--- src/rtl/wave_seq_pkg.sv ---
`timescale 1ns/1ps
package wave_seq_pkg;

    typedef enum logic [2:0] {
        ST_IDLE  = 3'd0,
        ST_DELAY = 3'd1,
        ST_RUN   = 3'd2,
        ST_GAP   = 3'd3,
        ST_HALT  = 3'd4
    } seq_state_t;

    localparam logic [1:0] STOP_NOW  = 2'b00;
    localparam logic [1:0] STOP_WAVE = 2'b01;
    localparam logic [1:0] STOP_SET  = 2'b10;
    localparam logic [1:0] STOP_ALT  = 2'b11;

    typedef struct packed {
        seq_state_t st;
        logic       pend;
        logic [1:0] mode;
        logic       done;
    } seq_ctl_t;

endpackage

--- src/rtl/wave_seq_tick.sv ---
`timescale 1ns/1ps
module wave_seq_tick #(
    parameter int W = 16
) (
    input  logic         clk,
    input  logic         rst_n,
    input  logic         load_i,
    input  logic [W-1:0] val_i,
    output logic         zero_o
);
    localparam logic [W-1:0] ONE = W'(1);

    logic [W-1:0] cnt_d, cnt_q;

    always_comb begin
        cnt_d = cnt_q;
        if (load_i)
            cnt_d = val_i;
        else if (cnt_q != '0)
            cnt_d = cnt_q - ONE;
    end

    always_ff @(posedge clk or negedge rst_n) begin
        if (!rst_n) cnt_q <= '0;
        else        cnt_q <= cnt_d;
    end

    assign zero_o = (cnt_q == '0);

    AST_TICK_LOAD: assert property (@(posedge clk) disable iff (!rst_n)
        load_i |=> cnt_q == $past(val_i));
    AST_TICK_COUNTDOWN: assert property (@(posedge clk) disable iff (!rst_n)
        (!load_i && cnt_q != '0) |=> cnt_q == $past(cnt_q) - ONE);

endmodule

--- src/rtl/wave_seq_addr.sv ---
`timescale 1ns/1ps
module wave_seq_addr #(
    parameter int AW = 10
) (
    input  logic          clk,
    input  logic          rst_n,
    input  logic          clr_i,
    input  logic          step_i,
    input  logic [AW-1:0] len_i,
    output logic [AW-1:0] addr_o,
    output logic          last_o
);
    localparam logic [AW-1:0] ONE = AW'(1);

    logic [AW-1:0] addr_d, addr_q;

    assign last_o = (addr_q == len_i - ONE);

    always_comb begin
        addr_d = addr_q;
        if (clr_i)
            addr_d = '0;
        else if (step_i)
            addr_d = last_o ? '0 : addr_q + ONE;
    end

    always_ff @(posedge clk or negedge rst_n) begin
        if (!rst_n) addr_q <= '0;
        else        addr_q <= addr_d;
    end

    assign addr_o = addr_q;

    AST_ADDR_CLEAR: assert property (@(posedge clk) disable iff (!rst_n)
        clr_i |=> addr_o == '0);

endmodule

--- src/rtl/wave_seq_iter.sv ---
`timescale 1ns/1ps
module wave_seq_iter #(
    parameter int IW = 16
) (
    input  logic          clk,
    input  logic          rst_n,
    input  logic          clr_i,
    input  logic          step_i,
    input  logic [IW-1:0] limit_i,
    output logic          last_o
);
    localparam logic [IW-1:0] ONE = IW'(1);

    logic [IW-1:0] cnt_d, cnt_q;

    always_comb begin
        cnt_d = cnt_q;
        if (clr_i)
            cnt_d = '0;
        else if (step_i)
            cnt_d = cnt_q + ONE;
    end

    always_ff @(posedge clk or negedge rst_n) begin
        if (!rst_n) cnt_q <= '0;
        else        cnt_q <= cnt_d;
    end

    assign last_o = (limit_i != '0) && (cnt_q == limit_i - ONE);

    AST_ITER_RESTART: assert property (@(posedge clk) disable iff (!rst_n)
        clr_i |=> cnt_q == '0);

endmodule

--- src/rtl/wave_seq.sv ---
`timescale 1ns/1ps
module wave_seq
    import wave_seq_pkg::*;
#(
    parameter int CNT_W  = 16,
    parameter int ADDR_W = 10,
    parameter int ITER_W = 16
) (
    input  logic              clk,
    input  logic              rst_n,
    input  logic              trig_i,
    input  logic              stop_req_i,
    input  logic [CNT_W-1:0]  interval_i,
    input  logic [ADDR_W-1:0] wave_len_i,
    input  logic [ITER_W-1:0] iter_cnt_i,
    input  logic [CNT_W-1:0]  gap_i,
    input  logic [CNT_W-1:0]  trig_dly_i,
    input  logic              dly_en_i,
    input  logic              retrig_en_i,
    input  logic [1:0]        stop_mode_i,
    output logic [ADDR_W-1:0] addr_o,
    output logic              upd_o,
    output logic              busy_o,
    output logic              done_o
);
    localparam logic [CNT_W-1:0] CNT_ONE = CNT_W'(1);
    localparam seq_ctl_t CTL_RESET = '{st: ST_IDLE, pend: 1'b0, mode: STOP_NOW, done: 1'b0};

    seq_ctl_t          ctl_d, ctl_q;
    logic              tick_load, tick_zero;
    logic [CNT_W-1:0]  tick_val, iv_m1;
    logic              a_clr, a_step, a_last;
    logic              i_clr, i_step, i_last;
    logic              stop_any, halt_now, infinite, fin;
    logic [1:0]        eff_mode;
    seq_state_t        fin_st;

    assign busy_o   = (ctl_q.st == ST_DELAY) || (ctl_q.st == ST_RUN) || (ctl_q.st == ST_GAP);
    assign upd_o    = (ctl_q.st == ST_RUN) && tick_zero;
    assign done_o   = ctl_q.done;
    assign iv_m1    = (interval_i == '0) ? '0 : interval_i - CNT_ONE;
    assign infinite = (iter_cnt_i == '0);

    always_comb begin
        ctl_d     = ctl_q;
        ctl_d.done = 1'b0;
        tick_load = 1'b0;
        tick_val  = '0;
        a_clr     = 1'b0;
        a_step    = 1'b0;
        i_clr     = 1'b0;
        i_step    = 1'b0;
        fin       = 1'b0;
        fin_st    = ST_HALT;

        // latch the first stop request of a run together with its mode
        if (busy_o && stop_req_i && !ctl_q.pend) begin
            ctl_d.pend = 1'b1;
            ctl_d.mode = stop_mode_i;
        end
        stop_any = ctl_q.pend || (busy_o && stop_req_i);
        eff_mode = ctl_q.pend ? ctl_q.mode : stop_mode_i;
        halt_now = stop_any && ((eff_mode == STOP_NOW) || (eff_mode == STOP_ALT));

        case (ctl_q.st)
            ST_IDLE: begin
                if (trig_i) begin
                    a_clr     = 1'b1;
                    i_clr     = 1'b1;
                    tick_load = 1'b1;
                    if (dly_en_i && (trig_dly_i != '0)) begin
                        ctl_d.st = ST_DELAY;
                        tick_val = trig_dly_i - CNT_ONE;
                    end else begin
                        ctl_d.st = ST_RUN;
                    end
                end
            end
            ST_DELAY: begin
                if (halt_now)       fin = 1'b1;
                else if (tick_zero) ctl_d.st = ST_RUN;
            end
            ST_GAP: begin
                if (halt_now) begin
                    fin = 1'b1;
                end else if (tick_zero) begin
                    ctl_d.st  = ST_RUN;
                    tick_load = 1'b1;
                    tick_val  = iv_m1;
                end
            end
            ST_RUN: begin
                if (halt_now) begin
                    fin = 1'b1;
                end else if (tick_zero) begin
                    a_step    = 1'b1;
                    tick_load = 1'b1;
                    tick_val  = iv_m1;
                    if (a_last) begin
                        i_step = 1'b1;
                        if (stop_any && ((eff_mode == STOP_WAVE) ||
                            ((eff_mode == STOP_SET) && (i_last || infinite)))) begin
                            fin = 1'b1;
                        end else if (i_last) begin
                            fin    = 1'b1;
                            fin_st = retrig_en_i ? ST_IDLE : ST_HALT;
                        end else if (gap_i != '0) begin
                            ctl_d.st = ST_GAP;
                            tick_val = gap_i - CNT_ONE;
                        end
                    end
                end
            end
            default: ;
        endcase

        if (fin) begin
            ctl_d.st   = fin_st;
            ctl_d.done = 1'b1;
            ctl_d.pend = 1'b0;
            a_clr      = 1'b1;
            i_clr      = 1'b1;
        end
    end

    always_ff @(posedge clk or negedge rst_n) begin
        if (!rst_n) ctl_q <= CTL_RESET;
        else        ctl_q <= ctl_d;
    end

    wave_seq_tick #(.W(CNT_W)) u_tick (
        .clk(clk), .rst_n(rst_n), .load_i(tick_load), .val_i(tick_val), .zero_o(tick_zero)
    );

    wave_seq_addr #(.AW(ADDR_W)) u_addr (
        .clk(clk), .rst_n(rst_n), .clr_i(a_clr), .step_i(a_step),
        .len_i(wave_len_i), .addr_o(addr_o), .last_o(a_last)
    );

    wave_seq_iter #(.IW(ITER_W)) u_iter (
        .clk(clk), .rst_n(rst_n), .clr_i(i_clr), .step_i(i_step),
        .limit_i(iter_cnt_i), .last_o(i_last)
    );

    AST_DONE_PULSE: assert property (@(posedge clk) disable iff (!rst_n)
        done_o |=> !done_o);
    AST_DONE_NOT_BUSY: assert property (@(posedge clk) disable iff (!rst_n)
        done_o |-> !busy_o);
    AST_BUSY_END_DONE: assert property (@(posedge clk) disable iff (!rst_n)
        $fell(busy_o) |-> done_o);
    AST_UPD_IN_RUN: assert property (@(posedge clk) disable iff (!rst_n)
        upd_o |-> busy_o);
    AST_IDLE_ADDR_ZERO: assert property (@(posedge clk) disable iff (!rst_n)
        !busy_o |-> addr_o == '0);
    AST_ADDR_WRAP: assert property (@(posedge clk) disable iff (!rst_n)
        (upd_o && (addr_o == wave_len_i - 1'b1)) |=> addr_o == '0);
    AST_STOP_NOW: assert property (@(posedge clk) disable iff (!rst_n)
        (busy_o && stop_req_i && (stop_mode_i == STOP_NOW)) |=> !busy_o);
    AST_HALT_STICKY: assert property (@(posedge clk) disable iff (!rst_n)
        (ctl_q.st == ST_HALT) |=> (ctl_q.st == ST_HALT));

endmodule

--- config.mk ---
export PLATFORM = sky130hd
export DESIGN_NAME = wave_seq
export DESIGN_NICKNAME = d
export VERILOG_FILES = /design/src/rtl/wave_seq_pkg.sv /design/src/rtl/wave_seq_tick.sv /design/src/rtl/wave_seq_addr.sv /design/src/rtl/wave_seq_iter.sv /design/src/rtl/wave_seq.sv
export SDC_FILE = /design/constraint.sdc
export NUM_CORES = 1
export LEC_CHECK = 0
export BUFFER_PORTS_ARGS = -buffer_cell sky130_fd_sc_hd__buf_4
export CORE_MARGIN = 3
export CORE_UTILIZATION = 55
export CTS_BUF_LIST = sky130_fd_sc_hd__clkbuf_8
export DETAILED_ROUTE_END_ITERATION = 16
export GPL_TIMING_DRIVEN = 0
export PLACE_DENSITY_LB_ADDON = 0.1
export SYNTH_ARGS = -nofsm -noshare
export SYNTH_HDL_FRONTEND = slang
export SYNTH_SLANG_ARGS = --single-unit
--- constraint.sdc ---
create_clock -name clk -period 4.2 [get_ports clk]
set_input_delay 0.21 -clock clk [delete_from_list [all_inputs] [get_ports clk]]
set_output_delay 0.21 -clock clk [all_outputs]
set_load 0.02 [all_outputs]
### Word level (Yosys, flattened, before mapping)

Index checks and enable logic that the tools add are counted.

| word-level totals | value |
|---|---|
| register bits | 49 |

| operators by class | value |
|---|---|
| add/subtract/negate cells | 8 |
| equal/unequal tests | 17 |
| muxes and demuxes | 59 |
| reductions and logical operators | 32 |

Operator list:

| kind | count |
|---|---|
| 16-bit 2-to-1 mux | 15 |
| 16-bit by 1-bit subtractor with 16-bit output, second input constant | 5 |
| 16-bit nonzero test | 4 |
| 3-bit 2-to-1 mux | 17 |
| 16-bit zero test | 3 |
| 16-bit case mux with 3 select lines | 1 |
| 10-bit 2-to-1 mux | 3 |
| 1-bit 2-to-1 mux | 17 |
| 16-bit by 1-bit adder with 16-bit output, second input constant | 1 |
| 16-bit == test | 1 |
| 3-bit != test, second input constant | 5 |
| 10-bit by 1-bit adder with 10-bit output, second input constant | 1 |
| 10-bit == test | 1 |
| 10-bit AND reduction | 1 |
| 10-bit by 1-bit subtractor with 10-bit output, second input constant | 1 |
| 3-bit by 2-bit != test with 1-bit output, second input constant | 3 |
| 3-bit case mux with 3 select lines | 1 |
| 1-bit logical AND | 8 |
| 2-bit nonzero test | 4 |
| 3-bit by 2-bit == test with 1-bit output, second input constant | 2 |
| 1-bit logical OR | 6 |
| 2-bit == test, second input constant | 2 |
| 2-bit 2-to-1 mux | 2 |
| 4-bit 2-to-1 mux | 1 |
| other kinds (9) | 11 |

### Depth between registers and ports, before layout

Gate-level depths: netlist of run 1.

| depth | value |
|---|---|
| word-level depth | 14 |
| depth in mapped cells | 13 |
| depth with buffers taken out | 10 |

### Hierarchy

A second synthesis of run 1 with hierarchy kept.

| second synthesis, totals | value |
|---|---|
| cells, all modules | 596 |
| area total of the unflattened synthesis | 5027.3 sq um |

Modules (own cells, without submodules):

| module | times used | cells an instance | area an instance (sq um) | sequential area each (sq um) |
|---|---|---|---|---|
| wave_seq | 1 | 235 | 1825.5 | 175.2 |
| wave_seq_iter | 1 | 156 | 1280.0 | 400.4 |
| wave_seq_tick | 1 | 108 | 1022.2 | 400.4 |
| wave_seq_addr | 1 | 97 | 899.6 | 250.2 |

### Worst setup path after synthesis of run 1

Ideal clock, no wire load.

| timing | value |
|---|---|
| kind | flip-flop to flip-flop |
| start point | register u_tick.cnt_q[3] |
| end point | register u_iter.cnt_q[9] |
| setup time | 0.118 ns |
| arrival time | 2.479 ns |
| data required time | 4.082 ns |
| setup slack | 1.603 ns |
| cell stages (with the launch flop) | 10 |
| clock period less this slack | 2.597 ns |
| cells stage by stage | dfrtp_1 -> or4_4 -> nor4b_4 -> nor4b_4 -> nand3_2 -> nor3b_4 -> buf_6 -> o21ai_0 -> xor2_1 -> nor2_1 |

| between the ends | value |
|---|---|
| longest elaborated chain between the ends | 6 |
| elaborated cells on any way between the ends | 10 |

RTL lines:

| item | line | source |
|---|---|---|
| start, declared | wave_seq_tick.sv:13 | `logic [W-1:0] cnt_d, cnt_q;` |
| start signal, assigned | wave_seq_tick.sv:25 | `else cnt_q <= cnt_d;` |
| 16-bit zero test * | wave_seq_tick.sv:28 | `assign zero_o = (cnt_q == '0);` |
| 1-bit 2-to-1 mux | wave_seq.sv:95 | `end else if (tick_zero) begin` |
| 1-bit 2-to-1 mux | wave_seq.sv:93 | `if (halt_now) begin` |
| 1-bit case mux with 2 select lines | wave_seq.sv:65 | `case (ctl_q.st)` |
| 1-bit 2-to-1 mux | wave_seq.sv:117 | `if (fin) begin` |
| 16-bit 2-to-1 mux or 2-bit nonzero test (tied branches) | n/a |  |
| end signal, assigned | wave_seq_iter.sv:26 | `else cnt_q <= cnt_d;` |
| end, declared | wave_seq_iter.sv:14 | `logic [IW-1:0] cnt_d, cnt_q;` |

Every way passes the cells marked *; elsewhere a longest branch is shown, timed or not.
A chain may end at the register's enable or synchronous reset.

### Worst setup path in the final report of run 1

| timing | value |
|---|---|
| start point | register u_tick.cnt_q[3] |
| end point | register u_tick.cnt_q[9] |

| between the ends | value |
|---|---|
| longest elaborated chain between the ends | 5 |
| elaborated cells on any way between the ends | 14 |

RTL lines:

| item |
|---|
| branches (longest 5 deep; another with 16-bit by 1-bit subtractor with 16-bit output) |

Parallel ways; which one is timed is not known. The select of a mux whose other input is x is not followed.

==> results.ini, run 1 <==
[sta]
clock_skew_ps=3.95
rsz0062_at_grt=false
hold_viol_final=0
max-slew-margin-rel_pct=50.3
finalCriticalPeriod_ps=3110
drv_slew=0
report.final.setup_viol=0
layout_worst_path_cycle_share_pct=74.1
worst_pin_slew_ps=740
setup_total_negative_slack_ps=0
achievable-frequency_mhz=321

[finish]
insertedDiodeCount=0
fraction_of_layout_instances_using_a_drive_strength_above_1_pct=18.9
design.final.nets=830
final_instance_area_um2=6060
synthToLayoutAreaGrowth_pct=18.7

[worst_setup_path]
crit_buf_inv=1
critical_path_class=flop to flop
crit_required_ps=4420
worstPathMaxFanout=10
worstPathCellList=or4_4 > nor4b_4 > nor2b_1 > nand3_1 > nor4_2 > buf_2 > a21oi_1 > o221ai_1
critical_path.startpoint_type=flop
critical_path.endpoint_type=flop
timing.critical_path.slowest_cell_delay_ps=640
crit_path_top_delay_cell=nor4_2
worst_ep_arrival_time_ps=3330
critPathTopFamily=simple AND/OR/NAND/NOR gates

[clock_tree]
cts_root_buffer=clkbuf_8
clock_sink_count=49
clk_transition_reported_paths_ps=90
tritoncts=built
post_cts_resized=0
cts_buffer_depth=2
worst_skew_pair.late_latency_ps=310
clock_tree.htree_level_count=2
numCtsBuffers=5

[yosys]
netlist_instances=635
count_of_flip_flops_with_a_built_in_enable_after_synthesis=0
synth_flop_cell=dfrtp_1
async_flop_share_pct=100
yosysTopAreaCellShare_pct=24.0
post_synth_main_area_contributors=dfrtp_1 (24%), xor2_1 (8.4%), xnor2_1 (7.2%), nor2_1 (6.6%), mux2i_1 (4.3%)
mappedNetlistNets=730
synthDominantAreaCellType=dfrtp_1
synth_sequential_area_ratio_pct=24.0
syn-cell-area_um2=5100
synth.avg_cell_area_um2=8.04
postSynthRegisterBits=49
synth_warnings=0
synthDistinctLibCells=72

[worst_hold_path]
timing.hold.worst.class=input pin to flop

[grt]
global_route_wire_length_before_repair_um=22200
grt_pass1_vias=4648
grtUsageTotal_pct=26.6
grt_antenna_before_repair=0
globalRoute.totalOverflow=0
grt_max_degree=50

[floorplanning]
initial_core_util_pct=57.7
io-pin-count=95
fp.dieW_um=102
core_box_area_um2=8850
core.rowCount=34
die_area_um2=10500
fp.dieH_um=102

[pwr]
worst_ir_drop_vdd_v=0.000167
power.density_cell_area_nw_per_um2=312
power.leakage_nw=2.71

[routing]
avgViaCountPerCell=5.96
drc_violations=0
drt.antenna.violating_nets=0
vias=5027
total_wire_length_um=13700
drt-wirelength-per-cell_um=16.2
drtPass1Iterations=4
drt-initial-drc-count=252

[placement]
placement.cell_area_um2=5930
i_o_buffers=92
globalplace.congestion=0.958
detailed_place_hpwl_um=11100

[run]
maxCapViolations=0

[outcome]
run_status=finished, final reports clean

sequential cells by signal, indices dropped and copies added, names as in the netlist:
signal	count
ctl_q	6
done_o	1
u_addr.addr_o	10
u_iter.cnt_q	16
u_tick.cnt_q	16
cell usage in the layout, fill, tap and decap left out, types with 6 or more instances in the layout:
| master | count |
|---|---|
| ha_1 | 13 |
| clkbuf_1 | 10 |
| a221oi_1 | 6 |
| and3_1 | 9 |
| dfrtp_1 | 49 |
| nand4_1 | 14 |
| nor3_1 | 32 |
| a21oi_1 | 29 |
| or3_1 | 13 |
| nor4_1 | 16 |
| nor2b_1 | 12 |
| xnor2_1 | 42 |
| o221ai_1 | 7 |
| inv_1 | 25 |
| nor2_1 | 90 |
| o21ai_0 | 17 |
| buf_4 | 96 |
| nand3_1 | 15 |
| xor2_1 | 49 |
| clkbuf_8 | 6 |
| o21ai_1 | 12 |
| and2_1 | 7 |
| nand2_1 | 44 |
| mux2i_1 | 22 |
report_power, final:
part / leakage (nW) / internal, mW / switching (mW)
clock network: 0.0574 / 0.194 / 0.172
logic: 2.01 / 0.376 / 0.470
registers: 0.645 / 0.574 / 0.106
total: 2.71 / 1.14 / 0.748
layout make-up:
type	count	area, um2
Sequential cell	49	1230
Inverter	25	93.8
Fill cell	748	2790
Tap cell	108	135
Clock buffer	6	82.6
Timing Repair Buffer	93	701
Buffer	22	158
Multi-Input combinational cell	539	3620
Clock inverter	2	37.5
kinds of logic (layout without fill, tap and decap cells):
kind of cell	count (synthesis)	in the layout	share of synthesized area, %
xor gates and xnor gates	92	92	16.1
adders and majority gates	13	13	3.19
and+or+nand+nor	298	298	32.1
muxes	25	25	4.98
buffers and inverters	47	148	4.93
AOI/OAI and AO/OA	111	111	14.7
DFF	49	49	24.0
through the flow:
step	total power [mW]	std cells	utilization, %	hold WS, ps	worst slack, ps
floorplan	1.25	635	-	-85.6	1600
global placement	1.49	835	67.0	260	1150
finish	1.89	844	68.5	137	1090
detailed placement	1.52	835	67.0	271	1150
global route	2.02	844	68.5	133	877
CTS	1.89	844	68.5	134	1120
what timing repair did:
action | 4_1_cts | 5_1_grt
hold endpoints to repair | 49 | 0
setup buffers | 0 | 0
hold buffers | 1 | 0
final timing paths:
path                            slack [ps]  cells after the start                      endpoint                         from
worst max-delay path                  1090                      8   u_tick.cnt_q[9]$_DFFE_PN0P_  u_tick.cnt_q[3]$_DFFE_PN0P_
max in group asynchronous             3330                      2   u_tick.cnt_q[3]$_DFFE_PN0P_                        rst_n
min in group asynchronous              450                      2  u_addr.addr_o[9]$_DFFE_PN0P_                        rst_n
worst min register to register         520                      1          ctl_q[2]$_DFFE_PN0P_         ctl_q[2]$_DFFE_PN0P_
worst max register to register        1090                      8   u_tick.cnt_q[9]$_DFFE_PN0P_  u_tick.cnt_q[3]$_DFFE_PN0P_
worst min-delay path                   140                      2          ctl_q[2]$_DFFE_PN0P_               stop_mode_i[1]
layer usage:
layer  vias to the layer above  global-route usage (%)  wire length [um]
met1                      2375                    38.9              6500
li1                       2485                       -                 -
met2                       157                    42.3              6250
met3                        10                    2.80               809
met5                         -                       0                 0
met4                         0                    6.05               108
cells in the mapped netlist, drive strengths merged (5+ instances only):
cell / count
and2: 7
nor4: 18
nand4b: 5
and3: 10
mux2i: 22
a21oi: 30
a221oi: 6
nor2b: 12
or4: 7
nand4: 14
o221ai: 8
nand2b: 5
or3: 14
dfrtp: 49
xnor2: 42
buf: 12
nand3: 16
ha: 13
nor3: 33
inv: 25
nor2: 90
nand2: 44
o2111ai: 5
xor2: 49
o21ai: 29
nand3b: 6
clkbuf: 10
No activity file was read; power rests on OpenSTA's default activity.
==> run 2: changes to the inputs <==
--- a/config.mk
+++ b/config.mk
@@ -5,9 +5,10 @@
 export SDC_FILE = /design/constraint.sdc
 export NUM_CORES = 1
 export LEC_CHECK = 0
+export ABC_AREA = 1
 export BUFFER_PORTS_ARGS = -buffer_cell sky130_fd_sc_hd__buf_4
 export CORE_MARGIN = 3
-export CORE_UTILIZATION = 55
+export CORE_UTILIZATION = 54
 export CTS_BUF_LIST = sky130_fd_sc_hd__clkbuf_8
 export DETAILED_ROUTE_END_ITERATION = 16
 export GPL_TIMING_DRIVEN = 0
==> constraint.sdc (replaced) <==
create_clock -name clk -period 2.6 [get_ports clk]
set_input_delay 0.13 -clock clk [delete_from_list [all_inputs] [get_ports clk]]
set_output_delay 0.13 -clock clk [all_outputs]
set_load 0.02 [all_outputs]
==> run 2 against run 1 <==
  * Critical path depth grew 6
  * Via count rose by 34%
  * Combinational power increased by 100%
  * Setup slack got worse by 960 ps
  * Clock power grew 60%
  * Total power up 79%
  * Die area rose by 21%
  * Flip-flop and latch count did not move
  * Synthesized area up 20%
  * Largest power group unchanged
==> results.ini, run 2 <==
[finish]
fillCellCount=1035
insertedDiodeCount=0
final_common_cell=nand2_1
multi_input_area_um2=4290
design.final.nets=1204
area_of_all_sequential_standard_cells_um2=1230
synthToLayoutAreaGrowth_pct=22.2
fraction_of_layout_instances_using_a_drive_strength_above_1_pct=22.0
final_instance_area_um2=7460
layout.cells.most_common_list=nand2_1 (195), inv_1 (144), nor2_1 (141)

[placement]
i_o_buffers=94
placement.cell_area_um2=6990
place_worst_setup_slack_ps=-171
globalplace.congestion=0.991
detailed_place_hpwl_um=13900

[yosys]
post_synth_main_area_contributors=dfrtp_1 (20%), nand2_1 (12%), inv_1 (9.3%), nor2_1 (8.9%), xor2_1 (7.6%)
synthDistinctLibCells=51
synth_most_common_cell=nand2_1
synth_sequential_area_ratio_pct=20.1
post_synth_mux_area_share_pct=0.369
yosys.area_share.adder_pct=2.66
synthDominantAreaCellType=dfrtp_1
mappedNetlistNets=1076
syn-cell-area_um2=6110
synth_warnings=0
netlist_instances=981
async_flop_share_pct=100
synth_common_cells=nand2_1 (200), inv_1 (151), nor2_1 (145)
synth_flop_cell=dfrtp_1
synth.avg_cell_area_um2=6.22
postSynthRegisterBits=49
yosys.area_share.xor_xnor_pct=11.7
main_combinational_cell_family_by_area_after_synthesis=simple AND/OR/NAND/NOR gates
synth-simple-area-share_pct=42.9
count_of_flip_flops_with_a_built_in_enable_after_synthesis=0
compound_cell_area_share_of_the_yosys_netlist_pct=10.7
yosysTopAreaCellShare_pct=20.1

[clock_tree]
clk_transition_reported_paths_ps=100
clock_sink_count=49
cts_root_buffer=clkbuf_8
clock_tree.htree_level_count=2
cts_buffer_depth=2
numCtsBuffers=5
tritoncts=built
worst_skew_pair.late_latency_ps=320

[sta]
achievable-frequency_mhz=404
finalHoldWorstSlack_ps=47.3
setup_total_negative_slack_ps=0
layout_worst_path_cycle_share_pct=95.2
post-route-worst-setup-slack_ps=124
max-slew-margin-rel_pct=58.0
drv_slew=0
clock_skew_ps=16.2
report.final.setup_viol=0
hold_viol_final=0
finalCriticalPeriod_ps=2480
rsz0062_at_grt=true
worst_pin_slew_ps=629

[grt]
grtUsageTotal_pct=27.5
global_route_hottest_layer=met2
met2_usage_pct=41.8
gr_met3_demand_resource_pct=3.56
global_route.usage.met1_pct=41.8
global_route_wire_length_before_repair_um=29100
grt_pass1_vias=6176
grt_max_degree=50
globalRoute.totalOverflow=0
grt_antenna_before_repair=0

[pwr]
design_power_total_mw=3.39
worst_ir_drop_vdd_v=0.000379
power.density_cell_area_nw_per_um2=455
power.leakage_nw=3.65

[routing]
drt-initial-drc-count=430
total_wire_length_um=17500
drc_violations=0
vias=6726
drtPass1Iterations=5
avgViaCountPerCell=5.38
drt.antenna.violating_nets=0
drt-wirelength-per-cell_um=14.0

[floorplanning]
fp.dieH_um=112
initial_core_util_pct=55.8
die_area_um2=12600
fp.dieW_um=112
core_box_area_um2=10900
core.rowCount=38
io-pin-count=95

[worst_setup_path]
critical_path.endpoint_type=flop
critical_path_class=flop to flop
worst_ep_arrival_time_ps=2660
critical_path.startpoint_type=flop
worstPathMaxFanout=10
crit_required_ps=2790

[run]
maxCapViolations=0

[worst_hold_path]
timing.hold.worst.class=input pin to flop

[outcome]
run_status=finished, final reports clean

[run 2: cell types whose count changed after synthesis, moves of 11 or more]
cell	delta
nand4_1	+20
nor3_1	-14
nor2b_1	-12
nand3_1	+56
inv_1	+126
mux2i_1	-22
xnor2_1	-17
or3_1	-13
nor3_2	+11
o21ai_0	+14
nor2_1	+55
nor2_2	+15
nand2_1	+156
[run 2: report_power, final]
| part | switching, mW | internal [mW] |
|---|---|---|
| Sequential | 0.172 | 0.940 |
| Clock | 0.290 | 0.294 |
| Combinational | 1.00 | 0.697 |
[run 2: per-stage QoR]
| stage | instances | utilization [%] |
|---|---|---|
| CTS | 1236 | 66.4 |
| detailed placement | 1215 | 63.9 |
| floorplan | 981 | - |
| global placement | 1215 | 63.9 |
| global route | 1250 | 68.2 |
| finish | 1250 | 68.2 |
[run 2: layout make-up]
cell class,count,area share (%)
repair buffers,121,12.4
clock buffers,5,0.922
plain buffers,13,1.46
clock inverters,3,0.637
well taps,140,2.35
inverters,163,8.21
multi-input cells,756,57.5
flip-flops and latches,49,16.5
[run 2: final timing paths]
check,start,endpoint,slack (ps),cells after the start
worst max-delay path,ctl_q[3]$_DFFE_PN0P_,u_tick.cnt_q[8]$_DFFE_PN0P_,120,14
worst min-delay path,stop_mode_i[0],ctl_q[1]$_DFFE_PN0P_,50,2
worst max register to register,ctl_q[3]$_DFFE_PN0P_,u_tick.cnt_q[8]$_DFFE_PN0P_,120,14
worst min register to register,ctl_q[1]$_DFFE_PN0P_,ctl_q[1]$_DFFE_PN0P_,510,1
max in group asynchronous,rst_n,u_iter.cnt_q[6]$_DFFE_PN0P_,1780,2
min in group asynchronous,rst_n,u_tick.cnt_q[1]$_DFFE_PN0P_,350,2
[run 2: per-layer routing]
metal / routed length [um] / vias up
met5: 0 / -
met4: 282 / 0
met3: 1460 / 24
met2: 7510 / 255
met1: 8210 / 3026
li1: - / 3421
[run 2: repair_timing]
action | in CTS | in global routing
pin swaps | 9 | 9
setup endpoints to repair | 35 | 46
gates resized for setup | 18 | 30
hold buffers | 1 | 0
gates cloned | 2 | 1
hold endpoints to repair | 49 | 0
buffers inserted | 10 | 13
[run 2: kinds of logic after synthesis]
| kind of cell | after synthesis |
|---|---|
| DFF | 49 |
| muxes | 2 |
| and+or+nand+nor | 549 |
| buffers and inverters | 176 |
| AOI/OAI and AO/OA | 112 |
| xor gates and xnor gates | 80 |
| adders and majority gates | 13 |
[run 2: critical path, stage by stage, from the launching register on]
cell,delay [ps]
dfrtp_1,370
inv_2,60
or2_2,280
o21ai_2,80
inv_1,60
ha_1,280
nand2_2,100
inv_2,60
nor2_1,100
nand2_1,70
nand2_1,90
inv_1,120
clkbuf_2,210
a221oi_1,320
a21oi_1,120
